`config.mk`:
```
export PLATFORM = sky130hd
export DESIGN_NAME = frame_rx_hub
export DESIGN_NICKNAME = d
export VERILOG_FILES = /design/src/rtl/frx_pkg.sv /design/src/rtl/frx_order_track.sv /design/src/rtl/frx_capture.sv /design/src/rtl/frx_store.sv /design/src/rtl/frame_rx_hub.sv
export SDC_FILE = /design/constraint.sdc
export NUM_CORES = 1
export LEC_CHECK = 0
export BUFFER_PORTS_ARGS = -buffer_cell sky130_fd_sc_hd__buf_4
export CORE_ASPECT_RATIO = 0.7
export CORE_MARGIN = 5
export CORE_UTILIZATION = 50
export CTS_CLUSTER_DIAMETER = 60
export DETAILED_ROUTE_END_ITERATION = 6
export PLACE_DENSITY = 0.64
export RECOVER_POWER = 25
export SYNTH_ARGS = -nofsm -noshare
export SYNTH_HDL_FRONTEND = slang
export SYNTH_SLANG_ARGS = --single-unit
```
`constraint.sdc`:
```
create_clock -name clk -period 8.4 [get_ports clk]
set_clock_uncertainty 0.15 [all_clocks]
set_input_delay 0 -clock clk [delete_from_list [all_inputs] [get_ports clk]]
set_output_delay 0 -clock clk [all_outputs]
set_load 0.02 [all_outputs]
```
`src/rtl/frx_pkg.sv`:
```
package frx_pkg;
  localparam logic [3:0] RA_ORDER = 4'h4;
  localparam logic [3:0] RA_CTRL  = 4'h5;
  localparam logic [3:0] RA_OVF   = 4'h6;
  localparam int unsigned MODE_BIT = 3;
endpackage

```
`src/rtl/frx_order_track.sv`:
```
module frx_order_track #(
  parameter int unsigned NBUF = 3,
  localparam int unsigned CW = $clog2(NBUF + 1),
  localparam int unsigned BW = $clog2(NBUF)
) (
  input  logic                 clk,
  input  logic                 rst,
  input  logic [NBUF-1:0]      free_mask,
  input  logic                 alloc_en,
  input  logic [BW-1:0]        alloc_idx,
  output logic [NBUF*CW-1:0]   codes_o,
  output logic [NBUF-1:0]      busy_o
);
  localparam logic [CW-1:0] ONE = CW'(1);

  logic [CW-1:0] code_q [NBUF];
  logic [CW-1:0] code_d [NBUF];
  logic [NBUF-1:0] freed;
  logic [CW-1:0] occ, nfree, dec;

  always_comb begin
    occ   = '0;
    nfree = '0;
    dec   = '0;
    for (int i = 0; i < NBUF; i++) begin
      freed[i] = free_mask[i] && (code_q[i] != '0);
      if (code_q[i] != '0) occ = occ + ONE;
      if (freed[i]) nfree = nfree + ONE;
    end
    for (int i = 0; i < NBUF; i++) begin
      dec = '0;
      for (int j = 0; j < NBUF; j++)
        if (freed[j] && (code_q[j] < code_q[i])) dec = dec + ONE;
      if (freed[i])
        code_d[i] = '0;
      else if (code_q[i] != '0)
        code_d[i] = code_q[i] - dec;
      else if (alloc_en && (alloc_idx == BW'(i)))
        code_d[i] = occ - nfree + ONE;
      else
        code_d[i] = '0;
    end
  end

  always_ff @(posedge clk) begin
    if (rst) begin
      for (int i = 0; i < NBUF; i++) code_q[i] <= '0;
      busy_o <= '0;
    end else begin
      for (int i = 0; i < NBUF; i++) begin
        code_q[i] <= code_d[i];
        busy_o[i] <= (code_d[i] != '0);
      end
    end
  end

  generate
    for (genvar g = 0; g < NBUF; g++) begin : g_pack
      assign codes_o[g*CW +: CW] = code_q[g];
    end
  endgenerate
endmodule

```
`src/rtl/frx_capture.sv`:
```
module frx_capture #(
  parameter int unsigned NBUF  = 3,
  parameter int unsigned DEPTH = 16,
  localparam int unsigned BW = $clog2(NBUF),
  localparam int unsigned OW = $clog2(DEPTH),
  localparam int unsigned LW = $clog2(DEPTH + 1)
) (
  input  logic            clk,
  input  logic            rst,
  input  logic            fr_start,
  input  logic            fr_valid,
  input  logic [7:0]      fr_byte,
  input  logic            fr_end,
  input  logic [NBUF-1:0] avail,
  output logic            wr_en,
  output logic [BW-1:0]   wr_buf,
  output logic [OW-1:0]   wr_ofs,
  output logic [7:0]      wr_data,
  output logic            done_en,
  output logic [BW-1:0]   done_buf,
  output logic [LW-1:0]   done_len,
  output logic            drop_pulse
);
  logic          active_q, discard_q;
  logic [BW-1:0] tgt_q;
  logic [LW-1:0] cnt_q;
  logic [BW-1:0] pick;
  logic          any_avail;

  always_comb begin
    pick      = '0;
    any_avail = 1'b0;
    for (int i = NBUF - 1; i >= 0; i--) begin
      if (avail[i]) begin
        pick      = BW'(i);
        any_avail = 1'b1;
      end
    end
  end

  assign wr_en      = active_q && !discard_q && !fr_start && fr_valid && (cnt_q < LW'(DEPTH));
  assign wr_buf     = tgt_q;
  assign wr_ofs     = cnt_q[OW-1:0];
  assign wr_data    = fr_byte;
  assign done_en    = active_q && !discard_q && !fr_start && fr_end;
  assign done_buf   = tgt_q;
  assign done_len   = cnt_q + (wr_en ? LW'(1) : LW'(0));
  assign drop_pulse = fr_start && !any_avail;

  always_ff @(posedge clk) begin
    if (rst) begin
      active_q  <= 1'b0;
      discard_q <= 1'b0;
      tgt_q     <= '0;
      cnt_q     <= '0;
    end else if (fr_start) begin
      active_q  <= 1'b1;
      discard_q <= !any_avail;
      tgt_q     <= pick;
      cnt_q     <= '0;
    end else begin
      if (wr_en) cnt_q <= cnt_q + LW'(1);
      if (fr_end) active_q <= 1'b0;
    end
  end
endmodule

```
`src/rtl/frx_store.sv`:
```
module frx_store #(
  parameter int unsigned AW = 6
) (
  input  logic          clk,
  input  logic          wr_en,
  input  logic [AW-1:0] wr_addr,
  input  logic [7:0]    wr_data,
  input  logic [AW-1:0] rd_addr,
  output logic [7:0]    rd_data
);
  logic [7:0] mem [0:(1<<AW)-1];

  always_ff @(posedge clk) begin
    if (wr_en) mem[wr_addr] <= wr_data;
    rd_data <= mem[rd_addr];
  end
endmodule

```
`src/rtl/frame_rx_hub.sv`:
```
module frame_rx_hub
  import frx_pkg::*;
#(
  parameter int unsigned NBUF  = 3,
  parameter int unsigned DEPTH = 16
) (
  input  logic                                   clk,
  input  logic                                   rst,
  input  logic                                   fr_start,
  input  logic                                   fr_valid,
  input  logic [7:0]                             fr_byte,
  input  logic                                   fr_end,
  input  logic [$clog2(NBUF)+$clog2(DEPTH)-1:0]  reg_addr,
  input  logic                                   reg_wr,
  input  logic [7:0]                             reg_wdata,
  output logic [7:0]                             reg_rdata,
  output logic [NBUF-1:0]                        rdy_irq,
  output logic                                   ovf_flag
);
  localparam int unsigned BW = $clog2(NBUF);
  localparam int unsigned OW = $clog2(DEPTH);
  localparam int unsigned AW = BW + OW;
  localparam int unsigned LW = $clog2(DEPTH + 1);
  localparam int unsigned CW = $clog2(NBUF + 1);

  logic [NBUF-1:0]    hold_q;
  logic               mode_q;
  logic               ovf_q;
  logic [LW-1:0]      len_q [NBUF];
  logic [NBUF*LW-1:0] len_flat;
  logic [NBUF*CW-1:0] codes_w;
  logic [NBUF-1:0]    busy_w, avail_w, free_mask;
  logic               is_reg, ctrl_wr, commit;
  logic [OW-1:0]      reg_sel;

  logic               wr_en, done_en, drop_pulse;
  logic [BW-1:0]      wr_buf, done_buf;
  logic [OW-1:0]      wr_ofs;
  logic [7:0]         wr_data, mem_rd, reg_val, reg_val_q;
  logic [LW-1:0]      done_len;
  logic               is_reg_q;

  assign is_reg    = 32'(reg_addr[AW-1:OW]) >= NBUF;
  assign reg_sel   = reg_addr[OW-1:0];
  assign ctrl_wr   = reg_wr && is_reg && (reg_sel == OW'(RA_CTRL));
  assign free_mask = ctrl_wr ? (reg_wdata[NBUF-1:0] & ~hold_q) : '0;

  generate
    for (genvar g = 0; g < NBUF; g++) begin : g_avail
      if (g == 0) begin : g_first
        assign avail_w[g] = !busy_w[g] && !hold_q[g];
      end else begin : g_rest
        assign avail_w[g] = !busy_w[g] && !hold_q[g] && mode_q;
      end
      assign len_flat[g*LW +: LW] = len_q[g];
    end
  endgenerate

  assign commit = done_en && !hold_q[done_buf] && !free_mask[done_buf];

  frx_capture #(.NBUF(NBUF), .DEPTH(DEPTH)) u_cap (
    .clk(clk), .rst(rst), .fr_start(fr_start), .fr_valid(fr_valid),
    .fr_byte(fr_byte), .fr_end(fr_end), .avail(avail_w),
    .wr_en(wr_en), .wr_buf(wr_buf), .wr_ofs(wr_ofs), .wr_data(wr_data),
    .done_en(done_en), .done_buf(done_buf), .done_len(done_len),
    .drop_pulse(drop_pulse)
  );

  frx_order_track #(.NBUF(NBUF)) u_ord (
    .clk(clk), .rst(rst), .free_mask(free_mask), .alloc_en(commit),
    .alloc_idx(done_buf), .codes_o(codes_w), .busy_o(busy_w)
  );

  frx_store #(.AW(AW)) u_mem (
    .clk(clk), .wr_en(wr_en), .wr_addr({wr_buf, wr_ofs}), .wr_data(wr_data),
    .rd_addr(reg_addr), .rd_data(mem_rd)
  );

  always_ff @(posedge clk) begin
    if (rst) begin
      hold_q <= '0;
      mode_q <= 1'b0;
      ovf_q  <= 1'b0;
      for (int i = 0; i < NBUF; i++) len_q[i] <= '0;
    end else begin
      if (ctrl_wr) begin
        hold_q <= reg_wdata[NBUF-1:0];
        mode_q <= reg_wdata[MODE_BIT];
      end
      if (drop_pulse) ovf_q <= 1'b1;
      for (int i = 0; i < NBUF; i++) begin
        if (free_mask[i]) len_q[i] <= '0;
        else if (commit && (done_buf == BW'(i))) len_q[i] <= done_len;
      end
    end
  end

  always_comb begin
    reg_val = '0;
    if (reg_sel == OW'(RA_ORDER)) begin
      reg_val[NBUF*CW-1:0] = codes_w;
    end else if (reg_sel == OW'(RA_CTRL)) begin
      reg_val[NBUF-1:0] = hold_q;
      reg_val[MODE_BIT] = mode_q;
    end else if (reg_sel == OW'(RA_OVF)) begin
      reg_val[0] = ovf_q;
    end else if (32'(reg_sel) < NBUF) begin
      reg_val[LW-1:0] = len_q[reg_sel[BW-1:0]];
    end
  end

  always_ff @(posedge clk) begin
    if (rst) begin
      reg_val_q <= '0;
      is_reg_q  <= 1'b0;
    end else begin
      reg_val_q <= reg_val;
      is_reg_q  <= is_reg;
    end
  end

  assign reg_rdata = is_reg_q ? reg_val_q : mem_rd;
  assign rdy_irq   = busy_w;
  assign ovf_flag  = ovf_q;
endmodule

```
==> flow_summary.ini <==
[outcome]
status = finished with violations
violations = max-capacitance violations, max-slew violations

[floorplanning]
fp.dieArea_mm2 = 0.0499
dieWidth_um = 265
coreArea_mm2 = 0.0450
num_rows = 65
die_h_um = 188
ioPinCount = 40
start_util = 0.505

[clocking]
post_cts_resized = 0
clock_sinks = 565
clk_latency_ps = 570
cts_setup_buffers = 0
cts_root_buf = clkbuf_16
clk_pin_slew_ps = 70
numCtsBuffers = 51
cts.htree.levels = 2
cts_tree = yes
clk_path_buf_depth = 3

[place]
dp_hpwl_um = 30900
place_congestion = 0.832
placedInstanceArea_mm2 = 0.0235
io_buffers = 35

[finish]
fillers = 3382
regArea_mm2 = 0.0166
antenna_cells = 0
fin_area_mm2 = 0.0253
layout-drive-gt1-share = 0.189
synthToLayoutAreaGrowth_pct = 11.4
fin_nets = 1304
multiInputGateArea_mm2 = 0.00572

[synth]
synth-main-ff-cell = edfxtp_1
async_flop_share = 0
synth_edf_count = 527
ys_types = 55
avgSynthCellArea_um2 = 19.0
ys_top_cells_by_area = edfxtp_1 70%, mux4_2 12%, dfxtp_1 3.3%
synthesis.nets = 1244
synth_common_cells = 527 x edfxtp_1, 126 x mux4_2, 107 x nor2_1
synth_most_common_cell = edfxtp_1
ys_ff_latch = 565
synth_largest_area_cell = edfxtp_1
syn-cell-area_mm2 = 0.0227
yosysWarnings = 0
ys_seq_area_frac = 0.730
syn_inst = 1197
synth_top_area_frac = 0.697

[detailed_routing]
vias = 11261
drtPass1Iterations = 5
wirelength_um = 50700
wl_per_cell_um = 26.7
route.detailed.drc = 0
drtIter0Drc = 1237
drtAntennaViolNets = 0
vias_per_cell = 5.94

[sta]
setup_violations = 0
fin_tns_setup_ps = 0
worst_pin_slew_ps = 2970
max_freq_mhz = 240
period_needed_ps = 4170
slew_violations = 390
grt_setup_unrepaired = false
max-slew-margin-rel = -0.979
hold_viol = 0
min_period_over_period = 0.496

[global_routing]
grt_overflow = 0
grt_use_total = 0.203
grt_max_degree = 65
grt_pass1_wl_um = 75400
grt_pass1_vias = 11131
antenna_found_initial = 0

[worst_setup_path]
cp-end-kind = register
path_cells = dlygate4sd3_1 > buf_4 > nor4bb_1 > nand2_1 > nor2_1 > inv_1 > a211oi_1 > ha_1 > ha_1 > xnor2_1 > mux2i_1 > a211oi_1 > or2_2 > a32oi_1 > o21ai_0
required_ps = 8680
crit_path_max_fanout = 30
worstSetupPathType = input pin to register
startpoint_type = input pin
critPathTopFamily = simple AND/OR/NAND/NOR gates
critPathMaxStageDelay_ps = 810
slowest_stage = nor4bb_1
cp.buffers_inverters = 3
critical_path_arrival_ps = 4450

[min_path]
holdCritPathClass = input pin to register

[power]
leakagePower_uw = 0.00799
total_power_uw = 5790
ir_drop_uv = 169
pwr_density_cell_mw_per_mm2 = 229

[run]
maxCapViolCount = 6
[area by class of cell]
cell class	instances	share of cell area
clock buffer	64	0.0540
tap	603	0.0298
inverter	22	0.00326
timing repair buffer	69	0.0225
clock inverter	26	0.00895
sequential	565	0.655
multi-input combinational	548	0.226
[layer usage]
| layer | share of wire | GRT usage | up-vias | wire [um] |
|---|---|---|---|---|
| met5 | 0 | 0 | - | 0 |
| met1 | 0.46 | 0.325 | 5829 | 23400 |
| met3 | 0.087 | 0.0586 | 54 | 4420 |
| met2 | 0.44 | 0.284 | 430 | 22200 |
| li1 | - | - | 4948 | - |
| met4 | 0.014 | 0.0350 | 0 | 701 |
[sequential cells by signal (all words and copies together), names as in the netlist]
register / count
len_q: 15
u_mem.mem: 512
u_mem.rd_data: 8
is_reg_q: 1
mode_q: 1
u_ord.code_q: 6
u_ord.busy_o: 3
u_cap.cnt_q: 5
reg_val_q: 6
u_cap.active_q: 1
ovf_flag: 1
u_cap.done_buf: 2
u_cap.discard_q: 1
hold_q: 3
[path summary, 6_finish.rpt]
| path | to | slack [ps] | depth (start not counted) | startpoint |
|---|---|---|---|---|
| hold / removal | hold_q[1] | 50 | 5 | reg_wr |
| setup / recovery | u_ord.busy_o[1] | 4230 | 15 | reg_addr[3] |
| hold reg to reg | u_cap.discard_q | 310 | 2 | u_cap.discard_q |
| setup reg to reg | u_ord.busy_o[1] | 4880 | 13 | u_ord.code_q[0][1] |
[logic make-up after synthesis]
family                   Yosys count  share of synthesized area
adder cells (fa/ha/maj)           19                     0.0105
AND/OR/NAND/NOR                  228                     0.0471
XOR/XNOR                          14                    0.00540
multiplexers                     185                      0.159
buffers and inverters             84                     0.0180
AO/OA/AOI/OAI                    102                     0.0303
flip-flops                       565                      0.730
[repair_timing]
item,CTS,global route
endpoints found under the hold margin,570,0
endpoints found under the setup margin,0,0
hold buffers,28,0
[cell usage in the layout, fill, tap and decap left out, drive strengths merged, types with 5 or more instances in the layout]
cell	count
nand3	13
or3	8
xor2	7
nor2b	25
mux2i	38
clkbuf	71
xnor2	7
or2	5
nor2	109
dlygate4sd3	28
nand2	40
o22ai	9
mux2	11
mux4	136
dfxtp	38
nand3b	5
a21oi	28
edfxtp	527
clkinv	20
ha	19
o21ai	14
buf	34
a211oi	15
nand2b	6
inv	21
[per-stage QoR]
| step | setup slack (ps) | hold slack, ps | utilization | instances |
|---|---|---|---|---|
| after floorplan | 5520 | -51.1 | - | 1197 |
| after global placement | 4050 | 80.4 | 0.522 | 1779 |
| after detailed placement | 4000 | 108 | 0.522 | 1779 |
| after CTS | 4350 | 21.2 | 0.563 | 1897 |
| after global routing | 3980 | 62.0 | 0.563 | 1897 |
| final | 4230 | 50.6 | 0.563 | 1897 |
[tightest hold or removal path, cell delays in order]
cell,delay [ps]
buf_4,110
and3_1,270
nand2_1,170
nand2_1,100
a21oi_1,60
[power by group]
part / leakage, uW / total (uW) / switching [uW] / internal, uW
logic: 0.00216 / 411 / 250 / 161
clock network: 0.000763 / 2270 / 997 / 1270
registers: 0.00507 / 3110 / 15.0 / 3100
total: 0.00799 / 5790 / 1260 / 4530
Note: power is estimated with default switching activity, not from simulation.
